**src/rtl/ddr_guard_pkg.sv**
```systemverilog
package ddr_guard_pkg;

    typedef enum logic [2:0] {
        CMD_NOP,
        CMD_ACT,
        CMD_RD,
        CMD_WR,
        CMD_PRE,
        CMD_BST,
        CMD_MRS,
        CMD_REF
    } cmd_e;

    function automatic cmd_e decode_cmd(input logic cs_n, input logic ras_n,
                                        input logic cas_n, input logic we_n);
        cmd_e c;
        if (cs_n) begin
            c = CMD_NOP;
        end else begin
            unique case ({ras_n, cas_n, we_n})
                3'b011:  c = CMD_ACT;
                3'b101:  c = CMD_RD;
                3'b100:  c = CMD_WR;
                3'b010:  c = CMD_PRE;
                3'b110:  c = CMD_BST;
                3'b000:  c = CMD_MRS;
                3'b001:  c = CMD_REF;
                default: c = CMD_NOP;
            endcase
        end
        return c;
    endfunction

endpackage

```
**src/rtl/ddr_gap_timer.sv**
```systemverilog
module ddr_gap_timer #(
    parameter int W = 3
) (
    input  logic         clk,
    input  logic         rst_n,
    input  logic         load_i,
    input  logic         replace_i,
    input  logic [W-1:0] val_i,
    output logic         busy_o
);
    typedef struct packed {
        logic [W-1:0] cnt;
    } st_t;

    st_t st_d, st_q;
    logic [W-1:0] dec;

    always_comb begin
        dec  = (st_q.cnt == '0) ? '0 : st_q.cnt - W'(1);
        st_d = st_q;
        st_d.cnt = dec;
        // a new window either overrides the pending one or extends it
        if (load_i && (replace_i || val_i > dec)) begin
            st_d.cnt = val_i;
        end
    end

    always_ff @(posedge clk or negedge rst_n) begin
        if (!rst_n) st_q <= '0;
        else        st_q <= st_d;
    end

    assign busy_o = (st_q.cnt != '0);

endmodule

```
**src/rtl/ddr_bank_slot.sv**
```systemverilog
module ddr_bank_slot #(
    parameter int W = 3
) (
    input  logic         clk,
    input  logic         rst_n,
    input  logic         act_i,
    input  logic         close_i,
    input  logic         col_i,
    input  logic         col_ap_i,
    input  logic [W-1:0] col_val_i,
    output logic         open_o,
    output logic         busy_o
);
    typedef struct packed {
        logic         open;
        logic         ap;
        logic [W-1:0] cnt;
    } st_t;

    st_t st_d, st_q;
    logic [W-1:0] dec;
    logic expire;

    // auto-precharge completes once the precharge window has run out
    assign expire = st_q.ap && (st_q.cnt == '0);
    assign open_o = st_q.open && !expire;
    assign busy_o = (st_q.cnt != '0);

    always_comb begin
        dec  = (st_q.cnt == '0) ? '0 : st_q.cnt - W'(1);
        st_d = st_q;
        st_d.cnt  = dec;
        st_d.open = open_o;
        st_d.ap   = st_q.ap && !expire;
        if (act_i) begin
            st_d.open = 1'b1;
            st_d.ap   = 1'b0;
        end
        if (col_i) begin
            st_d.ap = col_ap_i;
            if (col_val_i > dec) st_d.cnt = col_val_i;
        end
        if (close_i) begin
            st_d.open = 1'b0;
            st_d.ap   = 1'b0;
        end
    end

    always_ff @(posedge clk or negedge rst_n) begin
        if (!rst_n) st_q <= '0;
        else        st_q <= st_d;
    end

endmodule

```
**src/rtl/ddr_cmd_guard.sv**
```systemverilog
module ddr_cmd_guard #(
    parameter int BL_MAX  = 8,
    parameter int MRD_CYC = 2
) (
    input  logic       clk,
    input  logic       rst_n,
    input  logic       cs_n,
    input  logic       ras_n,
    input  logic       cas_n,
    input  logic       we_n,
    input  logic [1:0] ba,
    input  logic       a10,
    input  logic [1:0] cfg_bl,
    input  logic       cfg_cl25,
    output logic       stall,
    output logic       viol,
    output logic [3:0] bank_open
);
    import ddr_guard_pkg::*;

    localparam int NB     = 4;
    localparam int SPAN   = (BL_MAX / 2 + 4 > MRD_CYC) ? BL_MAX / 2 + 4 : MRD_CYC;
    localparam int CNT_W  = $clog2(SPAN + 1);

    cmd_e             cmd;
    logic [1:0]       bidx;
    logic [CNT_W-1:0] bl_half;
    logic [CNT_W-1:0] ld_wr2pre, ld_rd2pre, ld_wr2rd, ld_rd2wr, ld_bst2wr, ld_mrd;
    logic [NB-1:0]    slot_open, slot_busy;
    logic             rdgate_busy, wrgate_busy, mrs_busy;
    logic             sel_open, accept;
    logic             wrgate_load, wrgate_replace;
    logic [CNT_W-1:0] wrgate_val;

    assign cmd      = decode_cmd(cs_n, ras_n, cas_n, we_n);
    assign bidx     = {ba[0], ba[1]};
    assign sel_open = slot_open[bidx];

    always_comb begin
        unique case (cfg_bl)
            2'd0:    bl_half = CNT_W'(1);
            2'd1:    bl_half = CNT_W'(2);
            default: bl_half = CNT_W'(BL_MAX / 2);
        endcase
        // windows are loaded as (spacing - 1): zero means legal
        ld_wr2pre = bl_half + CNT_W'(2);
        ld_rd2pre = bl_half - CNT_W'(1);
        ld_wr2rd  = bl_half + CNT_W'(1);
        ld_rd2wr  = bl_half + CNT_W'(1) + CNT_W'(cfg_cl25);
        ld_bst2wr = CNT_W'(1) + CNT_W'(cfg_cl25);
        ld_mrd    = CNT_W'(MRD_CYC - 1);
    end

    always_comb begin
        stall = 1'b0;
        viol  = 1'b0;
        unique case (cmd)
            CMD_ACT: begin
                if (mrs_busy)      stall = 1'b1;
                else if (sel_open) viol  = 1'b1;
            end
            CMD_MRS: stall = mrs_busy;
            CMD_RD: begin
                if (rdgate_busy)    stall = 1'b1;
                else if (!sel_open) viol  = 1'b1;
            end
            CMD_WR: begin
                if (wrgate_busy)    stall = 1'b1;
                else if (!sel_open) viol  = 1'b1;
            end
            CMD_PRE: stall = a10 ? (|slot_busy) : slot_busy[bidx];
            default: ;
        endcase
    end

    assign accept = (cmd != CMD_NOP) && (cmd != CMD_REF) && !stall && !viol;

    for (genvar i = 0; i < NB; i++) begin : g_bank
        logic hit;
        assign hit = (bidx == 2'(i));
        ddr_bank_slot #(.W(CNT_W)) i_slot (
            .clk       (clk),
            .rst_n     (rst_n),
            .act_i     (accept && cmd == CMD_ACT && hit),
            .close_i   (accept && cmd == CMD_PRE && (a10 || hit)),
            .col_i     (accept && (cmd == CMD_RD || cmd == CMD_WR) && hit),
            .col_ap_i  (a10),
            .col_val_i ((cmd == CMD_WR) ? ld_wr2pre : ld_rd2pre),
            .open_o    (slot_open[i]),
            .busy_o    (slot_busy[i])
        );
    end

    ddr_gap_timer #(.W(CNT_W)) i_rdgate (
        .clk       (clk),
        .rst_n     (rst_n),
        .load_i    (accept && cmd == CMD_WR),
        .replace_i (1'b0),
        .val_i     (ld_wr2rd),
        .busy_o    (rdgate_busy)
    );

    assign wrgate_load    = accept && (cmd == CMD_RD || cmd == CMD_BST);
    assign wrgate_replace = (cmd == CMD_BST);
    assign wrgate_val     = (cmd == CMD_BST) ? ld_bst2wr : ld_rd2wr;

    ddr_gap_timer #(.W(CNT_W)) i_wrgate (
        .clk       (clk),
        .rst_n     (rst_n),
        .load_i    (wrgate_load),
        .replace_i (wrgate_replace),
        .val_i     (wrgate_val),
        .busy_o    (wrgate_busy)
    );

    ddr_gap_timer #(.W(CNT_W)) i_mrsgate (
        .clk       (clk),
        .rst_n     (rst_n),
        .load_i    (accept && cmd == CMD_MRS),
        .replace_i (1'b1),
        .val_i     (ld_mrd),
        .busy_o    (mrs_busy)
    );

    assign bank_open = slot_open;

endmodule

```
**config.mk**
```make
export PLATFORM = sky130hd
export DESIGN_NAME = ddr_cmd_guard
export DESIGN_NICKNAME = d
export VERILOG_FILES = /design/src/rtl/ddr_guard_pkg.sv /design/src/rtl/ddr_gap_timer.sv /design/src/rtl/ddr_bank_slot.sv /design/src/rtl/ddr_cmd_guard.sv
export SDC_FILE = /design/constraint.sdc
export NUM_CORES = 1
export LEC_CHECK = 0
export CORE_UTILIZATION = 50
export DETAILED_ROUTE_END_ITERATION = 16
export PLACE_DENSITY = 0.71
export SLEW_MARGIN = 20
export SYNTH_ARGS = -nofsm -noshare
export SYNTH_HDL_FRONTEND = slang
export SYNTH_SLANG_ARGS = --single-unit
```
**constraint.sdc**
```tcl
create_clock -name clk -period 2.4 [get_ports clk]
set_input_delay 0.48 -clock clk [delete_from_list [all_inputs] [get_ports clk]]
set_output_delay 0.48 -clock clk [all_outputs]
set_load 0.005 [all_outputs]
```
After elaboration in Yosys (flattened, before gate mapping)
Index checks and enable logic that the tools add are counted.
Widths: inputs -> output; s select.
{"block": "totals", "ff_bits": 36, "input_bits": 12, "output_inout_bits": 6}
{"block": "classes", "n_addsub": 12, "n_lt_le_gt_ge": 7, "eq_ne": 17, "n_mux": 46, "reduce_logical": 67}
{"op": "$mux 4", "n": 16}
{"op": "$logic_and 1x1->1", "n": 35}
{"op": "$sub 4x1->4 const B", "n": 8}
{"op": "$logic_not 4->1", "n": 7}
{"op": "$reduce_bool 4->1", "n": 7}
{"op": "$gt 4x4->1", "n": 6}
{"op": "$pmux 3 s7", "n": 1}
{"op": "$mux 5", "n": 4}
{"op": "$eq 3x3->1 const B", "n": 6}
{"op": "$mux 2", "n": 8}
{"op": "$eq 3x2->1 const B", "n": 4}
{"op": "$mux 1", "n": 11}
{"op": "$logic_or 1x1->1", "n": 7}
{"op": "$eq 3x1->1 const B", "n": 2}
{"op": "$logic_not 1->1", "n": 6}
{"op": "$pmux 3 s2", "n": 1}
{"op": "$pmux 1 s5", "n": 1}
{"op": "$add 4x1->4", "n": 1}
{"op": "$add 4x1->4 const B", "n": 1}
{"op": "$add 4x2->4 const B", "n": 1}
{"op": "$bmux 1 s2", "n": 2}
{"op": "$eq 2x1->1 const B", "n": 2}
{"op": "$eq 2x2->1 const B", "n": 2}
{"op": "$logic_not 2->1", "n": 2}
{"op": "8 further kinds", "n": 8}

Depth between registers and ports, before layout
{"block": "logic_depth", "ltp_word": 16, "ltp_mapped": 13}

Modules after synthesis
A second synthesis with hierarchy kept.
{"block": "hier_totals", "hier_cells": 340, "hier_area_um2": 3228.1}
{"mod": "ddr_bank_slot", "instances": 4, "cells_each": 40, "area_each_um2": 416.6, "seq_area_each_um2": 150.1}
{"mod": "ddr_gap_timer", "instances": 3, "cells_each": 33, "area_each_um2": 304.0, "seq_area_each_um2": 100.1}
{"mod": "ddr_cmd_guard", "instances": 1, "cells_each": 81, "area_each_um2": 649.4, "seq_area_each_um2": 0.0}

Worst setup path before layout
OpenSTA, ideal clock, no wires.
{"block": "synth_path", "path_kind": "input-to-reg", "startpoint": "in cfg_bl[1]", "endpoint": "reg g_bank[2].i_slot.st_q[0] (netlist bit)", "setup_time_ns": 0.083, "t_arrival_ns": 3.021, "required_time_ns": 2.317, "path_slack_ns": -0.703, "path_stages": 11, "cell_sequence": "or2_2 -> clkbuf_1 -> ha_1 -> inv_1 -> o21ai_0 -> inv_1 -> ha_1 -> nor2b_1 -> o211ai_1 -> a2111oi_4 -> mux2i_1"}
{"item": "start, declared", "line_no": "ddr_cmd_guard.sv:13", "text": "input logic [1:0] cfg_bl,"}
{"item": "end signal, assigned", "line_no": "ddr_bank_slot.sv:51", "text": "else st_q <= st_d;"}
{"item": "end, declared", "line_no": "ddr_bank_slot.sv:20", "text": "st_t st_d, st_q;"}

Worst setup path in the final report
{"block": "layout_path", "startpoint": "reg g_bank[1].i_slot.st_q[0] (netlist bit)", "endpoint": "out viol"}
{"block": "layout_via", "elab_chain_cells": 9, "word_cells_on_any_way": 12, "classes_between": "8 x mux; 4 x reduce/logical"}
{"item": "start, declared", "line_no": "ddr_bank_slot.sv:20"}
{"item": "start signal, assigned", "line_no": "ddr_bank_slot.sv:51"}
{"item": "$logic_not 4->1 (*)", "line_no": "ddr_bank_slot.sv:25", "text": "assign expire = st_q.ap && (st_q.cnt == '0);"}
{"item": "$logic_and 1x1->1 (*)", "line_no": "ddr_bank_slot.sv:25"}
{"item": "$logic_not 1->1 (*)", "line_no": "ddr_bank_slot.sv:26", "text": "assign open_o = st_q.open && !expire;"}
{"item": "$logic_and 1x1->1 (*)", "line_no": "ddr_bank_slot.sv:26"}
{"item": "$bmux 1 s2 (*)", "line_no": "ddr_cmd_guard.sv:37", "text": "assign sel_open = slot_open[bidx];"}
{"item": "$mux 1 (not written as such) (*)", "line_no": "ddr_cmd_guard.sv:37"}
{"item": "$mux 1, on equally long branches", "line_no": "ddr_cmd_guard.sv:65, ddr_cmd_guard.sv:69, ddr_cmd_guard.sv:60"}
{"item": "$mux 1, on equally long branches", "line_no": "ddr_cmd_guard.sv:68, ddr_cmd_guard.sv:59, ddr_cmd_guard.sv:64"}
{"item": "$pmux 1 s3 (*)", "line_no": "ddr_cmd_guard.sv:57", "text": "unique case (cmd)"}
{"item": "end, declared", "line_no": "ddr_cmd_guard.sv:16", "text": "output logic viol,"}
Mark *: on every way between the ends. The rest lies on a longest branch, timed or not. The select of a mux whose other input is x is not followed.

==> flow_summary.toml <==
[power_and_ir_drop]
power_mw = 2.98
p_leak_nw = 2.12
p_per_area_mw_per_mm2 = 652
peakVddDrop_mv = 0.439

[final_layout]
final_area_mm2 = 0.00458
final_layout_size_suffix_gt1_share_pct = 46.5
n_fill_cell = 338
multi_input_comb_area_mm2 = 0.00232
layout.nets = 498
antenna_cells = 0
ff_latch_area_um2 = 901
syn_to_final_growth_pct = 51.1

[die]
dieHeight_um = 79.8
initial_core_util_pct = 53.4
coreArea_mm2 = 0.00568
io_pins = 18
die_width_um = 79.8
rows = 27
dieArea_mm2 = 0.00637

[yosys]
syn_nets = 379
ys_types = 60
syn-mean-instance-area_um2 = 8.96
ys.flop_type = "dfrtp_1"
ys_seq_area_share_pct = 29.8
ys_warn_count = 0
synth-edff-count = 0
syn-cell-area_mm2 = 0.00303
synth-seq-cells = 36
async_flop_share_pct = 100
synth_cells = 338

[critical_path]
worstSetupEndpointType = "output pin"
rrSetupSlack_ns = -0.29
r2r_start = "g_bank[1].i_slot.st_q[0]$_DFF_PN0_"
cp-start-kind = "flop"
crit_path_max_fanout = 2
crit_type = "flop to output pin"
crit_required_ns = 1.92
crit_start = "g_bank[1].i_slot.st_q[0]$_DFF_PN0_"
cp.arrival_ns = 2.27

[sta]
min_period_ns = 2.75
finalSetupViolCount = 31
worst_pin_slew_ns = 0.832
fmax_mhz = 364
slew_headroom_pct = 44.5
fin_skew_ns = 0.00514
drv_slew = 0
rsz0062_at_grt = "true"
hold_viol = 0
post-route-period-util_pct = 114
setup_slack_ns = -0.345

[global_routing]
grt_util_all_layers_pct = 30.6
grt_pass1_vias = 3235
antenna_found_initial = 0
grt_overflow_total = 0
grt_start_max_net_pins = 37
grt_pass1_wl_um = 14800

[cts]
cts_buffer_depth = 2
htree_levels = 2
clock-sinks = 36
root_buffer = "clkbuf_8"
clk_latency_ns = 0.30
cts_tree = "done"
numCtsBuffers = 5
clk_pin_slew_worst_paths_ns = 0.07

[detailed_routing]
drt_iter0_drc = 292
drc = 0
wire_per_inst_um = 19.4
via_count = 3233
drt-total-wl_um = 10300
via_per_inst = 6.10
dr.pass1.iters = 8
drtAntennaViolNets = 0

[status]
violations = "negative setup slack"
status = "complete, but fails checks"

[placed_design]
placed_area_mm2 = 0.00393
dp_hpwl_um = 6150
gp_congestion = 0.852
port-buffer-count = 17

[run]
cap_violations = 0

[min_path]
hold_class = "input pin to async pin"
[final cells by class]
class | count | share of cell area, %
Clock buffer | 7 | 2.11
Clock inverter | 1 | 0.656
Multi-Input combinational cell | 261 | 50.8
Sequential cell | 36 | 19.7
Timing Repair Buffer | 126 | 22.1
Tap cell | 72 | 1.97
Inverter | 27 | 2.65
[placed cells by master, fill, tap and decap left out, drive strengths merged, types with 3 or more instances in the layout]
cell type / synthesis / layout
buf: 8 / 114
dfrtp: 36 / 36
a21oi: 34 / 34
ha: 29 / 29
inv: 26 / 26
nor2: 22 / 22
mux2i: 22 / 22
o21ai: 22 / 22
nand2: 17 / 17
nor3: 15 / 15
clkbuf: 6 / 12
nand3: 10 / 10
or2: 9 / 9
nand2b: 8 / 8
nand4: 7 / 7
nor3b: 7 / 7
nor4: 6 / 6
nor2b: 5 / 5
clkdlybuf4s50: 0 / 4
a21boi: 4 / 4
o31ai: 4 / 4
mux2: 3 / 3
xnor2: 3 / 3
and2: 3 / 3
o311ai: 3 / 3
[synth_stat cells, types with 2 or more instances]
| cell type | count | area (um2) |
|---|---|---|
| ha_1 | 29 | 363 |
| or4_1 | 2 | 15.0 |
| xnor2_1 | 3 | 26.3 |
| buf_4 | 5 | 37.5 |
| nor2_1 | 22 | 82.6 |
| dfrtp_1 | 36 | 901 |
| clkbuf_1 | 6 | 22.5 |
| nor4_1 | 3 | 18.8 |
| o31ai_1 | 4 | 30.0 |
| nor4_2 | 2 | 25.0 |
| mux2_4 | 2 | 30.0 |
| inv_1 | 25 | 93.8 |
| nand2_1 | 17 | 63.8 |
| and2_1 | 3 | 18.8 |
| nand3_1 | 10 | 50.1 |
| a41oi_1 | 2 | 17.5 |
| nor3b_1 | 7 | 52.6 |
| nor3_1 | 11 | 55.1 |
| o311ai_0 | 3 | 26.3 |
| nand2b_1 | 8 | 50.1 |
| a21boi_1 | 3 | 22.5 |
| nor3_4 | 3 | 48.8 |
| o21ai_0 | 22 | 110 |
| nor2b_1 | 5 | 31.3 |
| mux2i_1 | 22 | 220 |
| a21oi_1 | 34 | 170 |
| o211ai_1 | 2 | 15.0 |
| nand4_1 | 7 | 43.8 |
| or2_2 | 9 | 56.3 |
[flip-flops by register name (all words and copies together), names as in the netlist]
| register | count |
|---|---|
| i_wrgate.st_q | 4 |
| i_rdgate.st_q | 4 |
| i_mrsgate.st_q | 4 |
| g_bank.i_slot.st_q | 24 |
[layer usage]
layer | track usage, % | up-vias | share of wire (%)
li1 | - | 1469 | -
met1 | 35.9 | 1544 | 38
met2 | 54.4 | 173 | 51
met3 | 4.91 | 47 | 7.1
met4 | 13.8 | 0 | 4.2
met5 | 0 | - | 0
[through the flow]
stage | TNS [ns] | hold slack (ns) | std cells | utilization (%) | setup WS, ns
3_3_place_gp | -20.78 | 0.514 | 504 | 69.2 | -0.858
3_5_place_dp | -23.11 | 0.539 | 504 | 69.2 | -0.975
6_report | -5.22 | 0.275 | 530 | 80.6 | -0.345
5_1_grt | -7.75 | 0.330 | 530 | 80.6 | -0.399
2_1_floorplan | -8.32 | 0.184 | 338 | - | -0.499
4_1_cts | -4.64 | 0.309 | 527 | 77.3 | -0.298
[final timing paths]
kind / end / depth (start not counted)
max: viol / 7
min: g_bank[0].i_slot.st_q[0]$_DFF_PN0_ / 1
max reg2reg: g_bank[2].i_slot.st_q[3]$_DFF_PN0_ / 10
min reg2reg: g_bank[1].i_slot.st_q[4]$_DFF_PN0_ / 2
max in group asynchronous: g_bank[2].i_slot.st_q[2]$_DFF_PN0_ / 1
min in group clk: g_bank[1].i_slot.st_q[4]$_DFF_PN0_ / 2
[kinds of logic after synthesis]
group	share of synthesized area [%]
simple gates	23.4
flops	29.8
other cells	0.124
fa+ha+maj	12.0
buf+inv	7.11
xor+xnor	0.868
mux	9.38
compound gates	17.4
[repair_timing]
item	in CTS	in global routing
resized for setup	83	49
setup endpoints to repair	33	37
pin swaps	22	20
hold buffers	0	0
buffers inserted	15	6
[worst max-delay path, stage by stage, from the launching register on]
cell,delay [ns]
dfrtp_1,0.40
buf_6,0.13
nor4_4,0.35
a21boi_2,0.11
mux4_2,0.49
mux2_4,0.36
clkinv_8,0.06
buf_6,0.08
[power breakdown]
group          internal [mW]  switching, mW
logic                  0.815          0.808
clock network          0.367          0.227
registers              0.701         0.0643
total                   1.88           1.10
Power figures use the tool's default switching activity.
